`src/rtl/tlsd_pkg.sv`:
```
`timescale 1ns/1ps
package tlsd_pkg;

  // Ternary decision of the quantiser
  typedef enum logic [1:0] {
    LVL_ZERO = 2'b00,
    LVL_POS  = 2'b01,
    LVL_NEG  = 2'b10
  } level_e;

endpackage

```
`src/rtl/tlsd_sample_hold.sv`:
```
`timescale 1ns/1ps
module tlsd_sample_hold #(
  parameter int DATA_W = 16,
  parameter int HOLD   = 4
) (
  input  logic                     clk,
  input  logic                     rst_n,
  input  logic                     in_valid,
  output logic                     in_ready,
  input  logic signed [DATA_W-1:0] in_data,
  output logic signed [DATA_W-1:0] sample
);

  localparam int CW = (HOLD > 2) ? $clog2(HOLD) : 1;
  localparam logic [CW-1:0] LAST = CW'(HOLD - 1);

  logic          loaded_q;
  logic [CW-1:0] cnt_q;
  logic          take;

  assign in_ready = !loaded_q || (cnt_q == LAST);
  assign take     = in_valid && in_ready;

  always_ff @(posedge clk or negedge rst_n) begin
    if (!rst_n) begin
      loaded_q <= 1'b0;
      cnt_q    <= '0;
      sample   <= '0;
    end else if (take) begin
      loaded_q <= 1'b1;
      cnt_q    <= '0;
      sample   <= in_data;
    end else if (loaded_q && cnt_q != LAST) begin
      cnt_q <= cnt_q + 1'b1;
    end
  end

endmodule

```
`src/rtl/tlsd_loop.sv`:
```
`timescale 1ns/1ps
module tlsd_loop
  import tlsd_pkg::*;
#(
  parameter int DATA_W = 16
) (
  input  logic                       clk,
  input  logic                       rst_n,
  input  logic                       active,
  input  logic signed [DATA_W-1:0]   sample,
  output level_e                     level,
  output logic signed [DATA_W+1:0]   integ_o
);

  localparam int AW = DATA_W + 2;
  localparam logic signed [AW-1:0] FULL  = AW'(2 ** (DATA_W - 1));
  localparam logic signed [AW-1:0] HALF  = FULL >>> 1;
  localparam logic signed [AW-1:0] NHALF = -HALF;

  logic signed [AW-1:0] integ_q, integ_d, acc;
  level_e               lvl_d;

  always_comb begin
    acc = integ_q + $signed({{2{sample[DATA_W-1]}}, sample});
    if (acc >= HALF) begin
      lvl_d   = LVL_POS;
      integ_d = acc - FULL;
    end else if (acc <= NHALF) begin
      lvl_d   = LVL_NEG;
      integ_d = acc + FULL;
    end else begin
      lvl_d   = LVL_ZERO;
      integ_d = acc;
    end
  end

  always_ff @(posedge clk or negedge rst_n) begin
    if (!rst_n) begin
      integ_q <= '0;
      level   <= LVL_ZERO;
    end else if (!active) begin
      integ_q <= '0;
      level   <= LVL_ZERO;
    end else begin
      integ_q <= integ_d;
      level   <= lvl_d;
    end
  end

  assign integ_o = integ_q;

endmodule

```
`src/rtl/tlsd_bridge_drv.sv`:
```
`timescale 1ns/1ps
module tlsd_bridge_drv
  import tlsd_pkg::*;
(
  input  logic   clk,
  input  logic   rst_n,
  input  logic   half_mode,
  input  level_e level,
  output logic   out_p,
  output logic   out_n
);

  logic half_q;
  logic tog_rise_q;
  logic tog_fall_q;
  logic mask;

  always_ff @(posedge clk or negedge rst_n) begin
    if (!rst_n) begin
      half_q     <= 1'b0;
      tog_rise_q <= 1'b0;
    end else begin
      half_q     <= half_mode;
      tog_rise_q <= ~tog_rise_q;
    end
  end

  // Catches up with the rising-edge toggle at each falling edge
  always_ff @(negedge clk or negedge rst_n) begin
    if (!rst_n) tog_fall_q <= 1'b0;
    else        tog_fall_q <= tog_rise_q;
  end

  // Equal toggles mean the low phase of the clock
  assign mask  = half_q && (tog_rise_q == tog_fall_q);
  assign out_p = (level == LVL_POS) && !mask;
  assign out_n = (level == LVL_NEG) && !mask;

endmodule

```
`src/rtl/tlsd_modulator.sv`:
```
`timescale 1ns/1ps
module tlsd_modulator
  import tlsd_pkg::*;
#(
  parameter int DATA_W = 16,
  parameter int HOLD   = 4
) (
  input  logic                     clk,
  input  logic                     rst_n,
  input  logic                     enable,
  input  logic                     mute,
  input  logic                     half_mode,
  input  logic                     in_valid,
  output logic                     in_ready,
  input  logic signed [DATA_W-1:0] in_data,
  output logic                     out_p,
  output logic                     out_n
);

  logic signed [DATA_W-1:0] sample;
  logic signed [DATA_W+1:0] integ_mon;
  level_e                   level;
  logic                     active;

  assign active = enable && !mute;

  tlsd_sample_hold #(.DATA_W(DATA_W), .HOLD(HOLD)) u_hold (
    .clk      (clk),
    .rst_n    (rst_n),
    .in_valid (in_valid),
    .in_ready (in_ready),
    .in_data  (in_data),
    .sample   (sample)
  );

  tlsd_loop #(.DATA_W(DATA_W)) u_loop (
    .clk     (clk),
    .rst_n   (rst_n),
    .active  (active),
    .sample  (sample),
    .level   (level),
    .integ_o (integ_mon)
  );

  tlsd_bridge_drv u_drv (
    .clk       (clk),
    .rst_n     (rst_n),
    .half_mode (half_mode),
    .level     (level),
    .out_p     (out_p),
    .out_n     (out_n)
  );

endmodule

```
`config.mk`:
```
export PLATFORM = sky130hd
export DESIGN_NAME = tlsd_modulator
export DESIGN_NICKNAME = d
export VERILOG_FILES = /design/src/rtl/tlsd_pkg.sv /design/src/rtl/tlsd_sample_hold.sv /design/src/rtl/tlsd_loop.sv /design/src/rtl/tlsd_bridge_drv.sv /design/src/rtl/tlsd_modulator.sv
export SDC_FILE = /design/constraint.sdc
export NUM_CORES = 1
export LEC_CHECK = 0
export BUFFER_PORTS_ARGS = -buffer_cell sky130_fd_sc_hd__buf_4
export CORE_AREA = 2 2 82 84
export DETAILED_ROUTE_END_ITERATION = 12
export DIE_AREA = 0 0 84 86
export PLACE_DENSITY_LB_ADDON = 0.25
export SLEW_MARGIN = 15
export SYNTH_ARGS = -nofsm -noshare
export SYNTH_HDL_FRONTEND = slang
export SYNTH_SLANG_ARGS = --single-unit
export TNS_END_PERCENT = 20
```
`constraint.sdc`:
```
create_clock -name clk -period 3.25 [get_ports clk]
set_input_delay 0.325 -clock clk [delete_from_list [all_inputs] [get_ports clk]]
set_output_delay 0.325 -clock clk [all_outputs]
set_load 0.1 [all_outputs]
```
==> impl_metrics.yaml <==
status:
  status: "finished, violations left"
  violations: "negative setup slack"
setup_path:
  max_stage_delay_ps: 430
  cp.arrival_ps: 3050
  critPathLaunchType: "flip-flop"
  critPathKind: "flip-flop to output port"
  end_kind: "output port"
  worst-path-max-fanout: 2
  worstPathCellList: "xnor2_2, buf_4, nand2_2, and3b_2, buf_12"
  cp.required_ps: 2920
  crit_path_top_delay_cell: "dfrtn_1"
logic_synthesis:
  synth_edf_count: 0
  syn_area_um2: 2450
  ys_top_cells_by_area: "dfrtp_1 42%, ha_1 11%, mux2_2 7.3%"
  syn_avg_cell_area_um2: 10.9
  yosysTopAreaCell: "dfrtp_1"
  synthFlopType: "dfrtp_1"
  syn_nets: 270
  synthDominantCellAreaShare_pct: 41.8
  ys_ff_latch: 42
  ys_seq_area_share_pct: 42.9
  yosys.cell_types.count: 54
  async_flop_share_pct: 100
  ys_warn_count: 0
  synth_cells: 226
placement:
  placedCellCount: 329
  io_buffers: 24
  dpl.hpwl_mm: 3.38
  gp_congestion: 0.816
cells_and_area:
  n_antenna_cell: 0
  syn2layout_area_growth_pct: 19.8
  layoutNonFillerInstCount: 337
  fillers: 603
  nNetsFinal: 303
  final_common_cell: "dfrtp_1"
  multi_input_comb_area_um2: 1370
  seq_area_um2: 1050
  layout_common_cells: "41 x dfrtp_1, 29 x buf_4, 19 x ha_1"
  drive_gt1_share_pct: 27.7
routing:
  wl_mm: 4.58
  ant_nets: 0
  wl_per_cell_um: 13.6
  via_per_inst: 5.26
  drt_iter0_markers: 110
  route.vias.total: 1773
  route.detailed.drc: 0
  firstDrtPassIters: 4
clock_network:
  cts_tree: "built"
  numCtsBuffers: 5
  ctsLongestPathBuffers: 2
  cts.sinks: 42
  clk_latency_ps: 300
  path_clk_slew_ps: 80
  cts_root_buffer: "clkbuf_8"
  cts-htree-levels: 2
  ctsHoldBuffers: 0
  post_cts_buffers: 0
die:
  coreArea_um2: 6280
  initial_core_util_pct: 39.1
  die_h_um: 86
  dieWidth_um: 84
  ios: 25
  rows: 29
  die-area_um2: 7220
grt:
  grt_max_degree: 42
  grt_pass1_wl_mm: 7.89
  grt_remaining_overflow: 0
  grt_usage_pct: 13.7
  antenna_found_initial: 0
  grt_pass1_vias: 1693
power_and_ir_drop:
  vdd_drop_max_mv: 0.541
  p_switching_mw: 1.38
  pwr-share-clk_pct: 13.0
  seqPwrFrac_pct: 26.0
  p_int_mw: 1.79
  power_density_nw_per_um2: 1080
  combPwrFrac_pct: 61.0
  power_mw: 3.17
  sw_frac_of_total_pct: 43.5
  leakage_nw: 1.39
sta:
  setup_viol: 2
  relSlewSlack_pct: 45.9
  finalWorstSetupSlack_ps: -121
  finalHoldViolCount: 0
  fin_setup_tns_ps: -216
  whs_ps: 99.1
  fin_skew_ps: 9.66
  tightest_slew_ps: 812
  maxSlewViolCount: 0
  rsz0062_at_grt: "true"
flow_run:
  drv_cap: 0
min_path:
  min_path_type: "input port to async pin"
layer usage:
layer	wire, µm	share of wire, %	GRT usage [%]
met5	0	0	0
met4	59	1.3	3.96
met3	189	4.1	3.18
met2	2010	44	21.2
met1	2320	51	19.2
through the flow:
stage | area, µm² | utilization [%] | worst slack (ps)
final | 2940 | 46.8 | -121
after global routing | 2940 | 46.8 | -196
after CTS | 2910 | 46.3 | -139
after detailed placement | 2760 | 44.0 | 33.6
after global placement | 2760 | 44.0 | 113
after floorplan | 2450 | - | 4.96
cell usage after synthesis, drive strengths merged, types with 2 or more instances:
library cell	instances
dfrtp	41
ha	21
a21oi	17
mux2	16
nor2	16
inv	13
nand2	11
o21ai	9
xnor2	9
xor2	8
o211ai	5
clkbuf	4
nor3	4
a21o	3
a211oi	2
a22o	2
a311oi	2
a31oi	2
and2	2
and3b	2
nand2b	2
nand3	2
nand3b	2
nor2b	2
o21a	2
o21bai	2
o41ai	2
or2	2
path summary, 6_finish.rpt:
check	from	endpoint	depth (start not counted)	slack, ps
min in group clk	half_mode	u_drv.half_q	1	130
max	u_drv.tog_fall_q	out_n	5	-120
min	rst_n	u_hold.sample[7]	2	100
max in group asynchronous	rst_n	u_drv.tog_fall_q	1	1830
min reg2reg	u_hold.loaded_q	u_hold.loaded_q	1	480
max reg2reg	u_hold.sample[0]	u_loop.integ_o[16]	13	200
logic make-up after synthesis:
logic type               count (synthesis)  synth area share, %
AO/OA/AOI/OAI                           58                 17.0
XOR/XNOR                                17                 6.99
adder cells (fa/ha/maj)                 22                 11.5
buffers and inverters                   19                 3.11
flip-flops                              42                 42.9
multiplexers                            16                 7.35
AND/OR/NAND/NOR                         52                 11.1
power by group through the flow:
stage                     registers [mW]  clock network [mW]  logic [mW]
after global routing               0.851               0.447        2.15
final                              0.824               0.412        1.93
after global placement             0.825                   0        1.83
after detailed placement           0.833                   0        1.85
after floorplan                    0.798                   0        1.50
after CTS                          0.823               0.429        1.89
state kept, by name, summed over array words and instances (netlist names):
name,count
u_loop.level,2
u_drv.tog_fall_q,1
u_hold.sample,16
u_hold.cnt_q,2
u_loop.integ_o,18
u_hold.loaded_q,1
u_drv.half_q,1
u_drv.tog_rise_q,1
critical path: cells and delay by family, from the launching register on:
family                    cells  cell delay [ps]
DFF                           1              430
buffers and inverters         2              310
xor gates and xnor gates      1              120
and+or+nand+nor               2              250
layout make-up:
| cell class | instances | area share (%) |
|---|---|---|
| timing repair buffer | 31 | 8.60 |
| multi-input combinational | 165 | 46.6 |
| clock inverter | 2 | 1.28 |
| inverter | 14 | 1.96 |
| sequential | 42 | 35.8 |
| tap | 77 | 3.28 |
| clock buffer | 6 | 2.47 |
what timing repair did:
| item | in CTS | in global routing |
|---|---|---|
| setup endpoints to repair | 3 | 5 |
| pin swaps | 3 | 2 |
| resized for setup | 7 | 5 |
Power figures use the tool's default switching activity.
